`config.mk`:
```
export PLATFORM = sky130hd
export DESIGN_NAME = gpio_sense_bank
export DESIGN_NICKNAME = d
export VERILOG_FILES = /design/src/rtl/gsb_pkg.sv /design/src/rtl/gsb_ctrl.sv /design/src/rtl/gsb_pin_sense.sv /design/src/rtl/gsb_datapath.sv /design/src/rtl/gpio_sense_bank.sv
export SDC_FILE = /design/constraint.sdc
export NUM_CORES = 1
export LEC_CHECK = 0
export BUFFER_PORTS_ARGS = -buffer_cell sky130_fd_sc_hd__clkbuf_2
export CORE_ASPECT_RATIO = 0.8
export CORE_MARGIN = 5
export CORE_UTILIZATION = 52
export CTS_BUF_LIST = sky130_fd_sc_hd__clkbuf_4 sky130_fd_sc_hd__clkbuf_8 sky130_fd_sc_hd__clkbuf_16
export DETAILED_ROUTE_END_ITERATION = 8
export HOLD_SLACK_MARGIN = 0.02
export PLACE_DENSITY = 0.75
export SLEW_MARGIN = 20
export SYNTH_ARGS = -nofsm -noshare
export SYNTH_HDL_FRONTEND = slang
export SYNTH_HIERARCHICAL = 1
export SYNTH_SLANG_ARGS = --single-unit
```
`constraint.sdc`:
```
create_clock -name clk -period 4.9 [get_ports clk]
set_input_delay 1.225 -clock clk [delete_from_list [all_inputs] [get_ports clk]]
set_output_delay 1.225 -clock clk [all_outputs]
set_load 0.1 [all_outputs]
```
`src/rtl/gsb_pkg.sv`:
```
package gsb_pkg;
  localparam logic [7:0] OFS_DATA = 8'h00;
  localparam logic [7:0] OFS_DIR  = 8'h04;
  localparam logic [7:0] OFS_EN   = 8'h08;
  localparam logic [7:0] OFS_T0   = 8'h0C;
  localparam logic [7:0] OFS_T1   = 8'h10;
  localparam logic [7:0] OFS_T2   = 8'h14;
  localparam logic [7:0] OFS_STAT = 8'h18;

  typedef enum logic [2:0] {
    RD_NONE, RD_DATA, RD_DIR, RD_EN, RD_T0, RD_T1, RD_T2, RD_STAT
  } rdSel_t;

  typedef struct packed {
    logic   wrData;
    logic   wrDir;
    logic   wrEn;
    logic   wrT0;
    logic   wrT1;
    logic   wrT2;
    logic   wrClr;
    rdSel_t rdSel;
  } strobe_t;
endpackage

```
`src/rtl/gsb_ctrl.sv`:
```
module gsb_ctrl
  import gsb_pkg::*;
#(
  parameter int ADDR_W = 8
) (
  input  logic              clk,
  input  logic              rstN,
  input  logic              busSel,
  input  logic              busWr,
  input  logic [ADDR_W-1:0] busAddr,
  output strobe_t           strb
);
  localparam logic [ADDR_W-1:0] A_DATA = ADDR_W'(OFS_DATA);
  localparam logic [ADDR_W-1:0] A_DIR  = ADDR_W'(OFS_DIR);
  localparam logic [ADDR_W-1:0] A_EN   = ADDR_W'(OFS_EN);
  localparam logic [ADDR_W-1:0] A_T0   = ADDR_W'(OFS_T0);
  localparam logic [ADDR_W-1:0] A_T1   = ADDR_W'(OFS_T1);
  localparam logic [ADDR_W-1:0] A_T2   = ADDR_W'(OFS_T2);
  localparam logic [ADDR_W-1:0] A_STAT = ADDR_W'(OFS_STAT);

  logic isWr;
  logic isRd;
  assign isWr = busSel & busWr;
  assign isRd = busSel & ~busWr;

  always_comb begin
    strb       = '0;
    strb.rdSel = RD_NONE;
    unique case (busAddr)
      A_DATA: begin strb.wrData = isWr; if (isRd) strb.rdSel = RD_DATA; end
      A_DIR:  begin strb.wrDir  = isWr; if (isRd) strb.rdSel = RD_DIR;  end
      A_EN:   begin strb.wrEn   = isWr; if (isRd) strb.rdSel = RD_EN;   end
      A_T0:   begin strb.wrT0   = isWr; if (isRd) strb.rdSel = RD_T0;   end
      A_T1:   begin strb.wrT1   = isWr; if (isRd) strb.rdSel = RD_T1;   end
      A_T2:   begin strb.wrT2   = isWr; if (isRd) strb.rdSel = RD_T2;   end
      A_STAT: begin strb.wrClr  = isWr; if (isRd) strb.rdSel = RD_STAT; end
      default: ;
    endcase
  end


  single_strobe_chk: assert property (@(posedge clk) disable iff (!rstN)
    $onehot0({strb.wrData, strb.wrDir, strb.wrEn, strb.wrT0,
              strb.wrT1, strb.wrT2, strb.wrClr}));


  no_write_on_read_chk: assert property (@(posedge clk) disable iff (!rstN)
    (busSel && !busWr) |-> ({strb.wrData, strb.wrDir, strb.wrEn, strb.wrT0,
                             strb.wrT1, strb.wrT2, strb.wrClr} == 7'd0));
endmodule

```
`src/rtl/gsb_pin_sense.sv`:
```
module gsb_pin_sense (
  input  logic clk,
  input  logic rstN,
  input  logic pinRaw,
  input  logic selPol,
  input  logic selLevel,
  input  logic selBoth,
  output logic pinSync,
  output logic hit
);
  logic stage1Q;
  logic stage2Q;
  logic prevQ;

  always_ff @(posedge clk) begin
    if (!rstN) begin
      stage1Q <= 1'b0;
      stage2Q <= 1'b0;
      prevQ   <= 1'b0;
    end else begin
      stage1Q <= pinRaw;
      stage2Q <= stage1Q;
      prevQ   <= stage2Q;
    end
  end

  logic rise;
  logic fall;
  logic levelHit;
  logic edgeHit;

  assign rise     = stage2Q & ~prevQ;
  assign fall     = ~stage2Q & prevQ;
  assign levelHit = selPol ? stage2Q : ~stage2Q;
  assign edgeHit  = selBoth ? (rise | fall) : (selPol ? rise : fall);
  assign hit      = selLevel ? levelHit : edgeHit;
  assign pinSync  = stage2Q;
endmodule

```
`src/rtl/gsb_datapath.sv`:
```
module gsb_datapath
  import gsb_pkg::*;
#(
  parameter int NPINS = 32
) (
  input  logic             clk,
  input  logic             rstN,
  input  strobe_t          strb,
  input  logic [NPINS-1:0] busWdata,
  output logic [NPINS-1:0] busRdata,
  input  logic [NPINS-1:0] pinIn,
  output logic [NPINS-1:0] pinOut,
  output logic [NPINS-1:0] pinOe,
  output logic             irqOut
);
  logic [NPINS-1:0] dataQ, dirQ, enQ, t0Q, t1Q, t2Q, statQ;
  logic             irqQ;
  logic [NPINS-1:0] syncVec;
  logic [NPINS-1:0] hitVec;
  logic [NPINS-1:0] clrMask;
  logic [NPINS-1:0] statNext;

  for (genvar p = 0; p < NPINS; p++) begin : g_pin
    gsb_pin_sense u_sense (
      .clk      (clk),
      .rstN     (rstN),
      .pinRaw   (pinIn[p]),
      .selPol   (t0Q[p]),
      .selLevel (t1Q[p]),
      .selBoth  (t2Q[p]),
      .pinSync  (syncVec[p]),
      .hit      (hitVec[p])
    );
  end

  assign clrMask  = strb.wrClr ? busWdata : '0;
  assign statNext = (statQ | (hitVec & enQ)) & ~clrMask;

  always_ff @(posedge clk) begin
    if (!rstN) begin
      dataQ <= '0;
      dirQ  <= '0;
      enQ   <= '0;
      t0Q   <= '0;
      t1Q   <= '0;
      t2Q   <= '0;
      statQ <= '0;
      irqQ  <= 1'b0;
    end else begin
      if (strb.wrData) dataQ <= busWdata;
      if (strb.wrDir)  dirQ  <= busWdata;
      if (strb.wrEn)   enQ   <= busWdata;
      if (strb.wrT0)   t0Q   <= busWdata;
      if (strb.wrT1)   t1Q   <= busWdata;
      if (strb.wrT2)   t2Q   <= busWdata;
      statQ <= statNext;
      irqQ  <= |statQ;
    end
  end

  always_comb begin
    unique case (strb.rdSel)
      RD_DATA: busRdata = (dataQ & dirQ) | (syncVec & ~dirQ);
      RD_DIR:  busRdata = dirQ;
      RD_EN:   busRdata = enQ;
      RD_T0:   busRdata = t0Q;
      RD_T1:   busRdata = t1Q;
      RD_T2:   busRdata = t2Q;
      RD_STAT: busRdata = statQ;
      default: busRdata = '0;
    endcase
  end

  assign pinOut = dataQ;
  assign pinOe  = dirQ;
  assign irqOut = irqQ;


  dir_drives_oe_chk: assert property (@(posedge clk) disable iff (!rstN)
    strb.wrDir |=> (pinOe == $past(busWdata)));


  enabled_only_chk: assert property (@(posedge clk) disable iff (!rstN)
    1'b1 |=> ((statQ & ~$past(statQ) & ~$past(enQ)) == '0));


  w1c_clear_chk: assert property (@(posedge clk) disable iff (!rstN)
    strb.wrClr |=> ((statQ & $past(busWdata)) == '0));


  w1c_keep_chk: assert property (@(posedge clk) disable iff (!rstN)
    strb.wrClr |=> ((~statQ & $past(statQ) & ~$past(busWdata)) == '0));


  irq_falls_chk: assert property (@(posedge clk) disable iff (!rstN)
    (statQ == '0) |=> !irqOut);


  irq_rises_chk: assert property (@(posedge clk) disable iff (!rstN)
    (statQ != '0) |=> irqOut);
endmodule

```
`src/rtl/gpio_sense_bank.sv`:
```
module gpio_sense_bank
  import gsb_pkg::*;
#(
  parameter int NPINS  = 32,
  parameter int ADDR_W = 8
) (
  input  logic              clk,
  input  logic              rstN,
  input  logic              busSel,
  input  logic              busWr,
  input  logic [ADDR_W-1:0] busAddr,
  input  logic [NPINS-1:0]  busWdata,
  output logic [NPINS-1:0]  busRdata,
  input  logic [NPINS-1:0]  pinIn,
  output logic [NPINS-1:0]  pinOut,
  output logic [NPINS-1:0]  pinOe,
  output logic              irqOut
);
  strobe_t strb;

  gsb_ctrl #(.ADDR_W(ADDR_W)) u_ctrl (
    .clk     (clk),
    .rstN    (rstN),
    .busSel  (busSel),
    .busWr   (busWr),
    .busAddr (busAddr),
    .strb    (strb)
  );

  gsb_datapath #(.NPINS(NPINS)) u_dp (
    .clk      (clk),
    .rstN     (rstN),
    .strb     (strb),
    .busWdata (busWdata),
    .busRdata (busRdata),
    .pinIn    (pinIn),
    .pinOut   (pinOut),
    .pinOe    (pinOe),
    .irqOut   (irqOut)
  );
endmodule

```
==> metrics.md <==
| Metric | Value |
|---|---|
| Status | finished clean |
| RSZ-0062 raised after global routing | false |
| Critical path startpoint category | primary input |
| Avg Inst Size Synth | 9.80 um2 |
| Slew @ Worst Pin | 757 ps |
| Syn Nets | 1,728 |
| P_leak | 0.00685 uW |
| Routability congestion estimate | 0.840 |
| Area Overhead vs Synth | 19.6% |
| Fill count | 2,383 |
| CP max stage cell | or4b_4 |
| Worst skew pair latency | 520 ps |
| CTS Buffer Depth | 3 |
| Die height | 165 um |
| Post-synth top area cell | dfxtp_1 |
| Max Cap Violations | 0 |
| Power per cell area | 296 nW/um2 |
| Die Area | 33,500 um2 |
| DRT Wirelength | 40,600 um |
| Area share of and/or/nand/nor cells after synthesis | 18.2% |
| Setup Buffers After CTS | 0 |
| Ratio of cells with drive above 1 in the final layout | 20.0% |
| Residual DRC | 0 |
| Crit end category | primary output |
| Mapped Area | 15,600 um2 |
| Initial Util | 52.9% |
| # port buffers | 172 |
| Peak supply drop | 210 uV |
| Post-synthesis compound-gate area fraction | 7.81% |
| Design Area, Final | 18,600 um2 |
| Synth Instances | 1,588 |
| Clock slew at reported path FFs | 60 ps |
| Post-synthesis adder-cell area fraction | 5.14% |
| Initial antenna violation count | 0 |
| Cell Area, Placed | 17,500 um2 |
| DR vias | 11,900 |
| Largest net degree at the start of global routing | 116 |
| H-tree Lvls | 2 |
| Synth unique cells | 52 |
| Most used cell, CP | buf_12 |
| Leading cell type by number of instances after synthesis | dfxtp_1 |
| Mux contribution to synthesized area | 20.9% |
| Number of warnings issued by yosys | 6 |
| Top-area cell type share of the netlist area | 41.3% |
| Post-synth EDFFs | 0 |
| Root buf cell | clkbuf_16 |
| Top_reg_cell synth | dfxtp_1 |
| Critical path class | primary input to primary output |
| Total gr overflow | 0 |
| Overall routing resource usage | 23.6% |
| First-pass GRT wire length | 63,800 um |
| Post-detail-place hpwl | 27,500 um |
| Critical Path RT | 3670 ps |
| WL/cell | 18.8 um |
| CTS tree | built |
| Routed vias/inst | 5.49 |
| Hold_buf cts | 0 |
| CP max stage delay | 630 ps |
| TNS Setup | 0 ps |
| F_max | 0.208 GHz |
| Post-synth top cells | dfxtp_1 (321), mux2i_1 (215), nor2b_1 (195) |
| Buf/Inv on CP | 4 |
| Seq/Total Area, Yosys | 41.3% |
| FF-to-FF setup slack | 3230 ps |
| Worst-path maximum fanout | 12 |
| Period utilization | 97.9% |
| Fin crit period | 4800 ps |
| Worst path top cell family by delay | simple AND/OR/NAND/NOR gates |
| FF+latch count, synth | 321 |
| Drt first-iter violations | 737 |
| Num Clock Sinks | 321 |
| Std cell rows | 56 |
| Fin. Hold Viols | 0 |
| Cts bufs inserted | 34 |
| Area contributors post-synth | dfxtp_1 (41%), mux2i_1 (14%), nor2b_1 (7.8%) |
| Vias in the first global route | 11,800 |
| Synth async-reset ratio | 0% |
| Clock Skews | 12.0 ps |
| Slew HR | 49.6% |
| Largest family of logic cells by synthesized area | multiplexers |
| Xor-xnor portion of the synthesized cell area | 1.86% |
| Worst Hold Class | flop to flop |
| Worst EP arrival | 3570 ps |
| Pre-antenna DRT Iters | 4 |
| Diodes inserted | 0 |
| CORE AREA | 29,400 um2 |
| Die Span X | 203 um |
| Max Slew Vio Count | 0 |
| Critical-path cell list | clkbuf_2 > or4b_4 > nor3_4 > buf_12 > nor3b_4 > buf_4 > a21oi_1 > o211ai_1 > buf_12 |
| Post-route ant nets | 0 |
| Final setup fails | 0 |
| Layout net count | 1,902 |
| Ports | 173 |
==> metrics by stage <==
stage,hold WS (ps),std cells,utilization (%),power (uW),worst slack (ps)
3_3_place_gp,415,2103,59.4,2940,113
5_1_grt,440,2162,63.2,5710,35.2
6_report,431,2162,63.2,5520,103
3_5_place_dp,417,2103,59.4,2950,107
2_1_floorplan,412,1588,-,2840,-640
4_1_cts,431,2162,63.2,5570,66.1
==> what timing repair did <==
item | 4_1_cts | 5_1_grt
endpoints found under the setup margin | 0 | 2
endpoints found under the hold margin | 0 | 0
resized for setup | 0 | 1
==> cell families after synthesis <==
kind of cell | Yosys count
AO/OA/AOI/OAI | 190
multiplexers | 305
buffers and inverters | 156
AND/OR/NAND/NOR | 519
adder cells (fa/ha/maj) | 64
XOR/XNOR | 33
flip-flops | 321
==> path summary, 6_finish.rpt <==
| path | endpoint | start | cells past startpoint |
|---|---|---|---|
| max | busRdata[31] | busAddr[5] | 9 |
| min | u_dp/g_pin[25].u_sense/pinSync$_SDFF_PN0_ | u_dp/g_pin[25].u_sense/stage1Q$_SDFF_PN0_ | 1 |
| max reg2reg | u_dp/irqOut$_SDFF_PN0_ | u_dp/statQ[14]$_SDFF_PN0_ | 3 |
| min reg2reg | u_dp/g_pin[25].u_sense/pinSync$_SDFF_PN0_ | u_dp/g_pin[25].u_sense/stage1Q$_SDFF_PN0_ | 1 |
==> layout make-up <==
type / count / area, um2 / share of cell area (%)
tap: 377 / 472 / 2.53
timing repair buffer: 216 / 1750 / 9.42
multi-input combinational: 1111 / 8530 / 45.8
inverter: 78 / 293 / 1.57
clock inverter: 17 / 208 / 1.12
sequential: 321 / 6430 / 34.5
clock buffer: 42 / 930 / 4.99
==> where the power goes <==
part	switching [uW]	total, uW	internal [uW]
Clock	1060	2620	1570
Sequential	24.7	2670	2640
Combinational	122	225	103
==> state kept, by name, indices dropped and copies added (netlist names) <==
signal / cells
u_dp/enQ: 32
u_dp/g_pin.u_sense/pinSync: 32
u_dp/t0Q: 32
u_dp/irqOut: 1
u_dp/t2Q: 32
u_dp/g_pin.u_sense/prevQ: 32
u_dp/t1Q: 32
u_dp/g_pin.u_sense/stage1Q: 32
u_dp/pinOut: 32
u_dp/pinOe: 32
u_dp/statQ: 32
==> metal layers <==
| metal | vias to the layer above | part of all wire (%) | track usage, % |
|---|---|---|---|
| met5 | - | 0 | 0 |
| met4 | 0 | 2.6 | 7.66 |
| met2 | 377 | 46 | 38.3 |
| li1 | 5740 | - | - |
| met3 | 78 | 6.0 | 4.22 |
| met1 | 5678 | 46 | 32.1 |
==> worst register-to-register path: cells and delay by family, from the launching register on <==
kind,cells,cell delay [ps]
AND/OR/NAND/NOR,2,960
flip-flops,1,330
AO/OA/AOI/OAI,1,270
==> cells in the final DEF (no fill, tap or decap), types with 33 or more instances in the layout <==
| cell type | instances |
|---|---|
| mux2_2 | 51 |
| buf_4 | 38 |
| nand2_1 | 148 |
| nor2_1 | 33 |
| inv_1 | 78 |
| xnor2_1 | 33 |
| clkbuf_2 | 139 |
| dfxtp_1 | 321 |
| ha_1 | 64 |
| nor2b_1 | 195 |
| buf_12 | 38 |
| a21oi_1 | 77 |
| mux2i_1 | 215 |
| clkbuf_16 | 34 |
| and2_1 | 97 |
(Power assumes the default switching activity.)
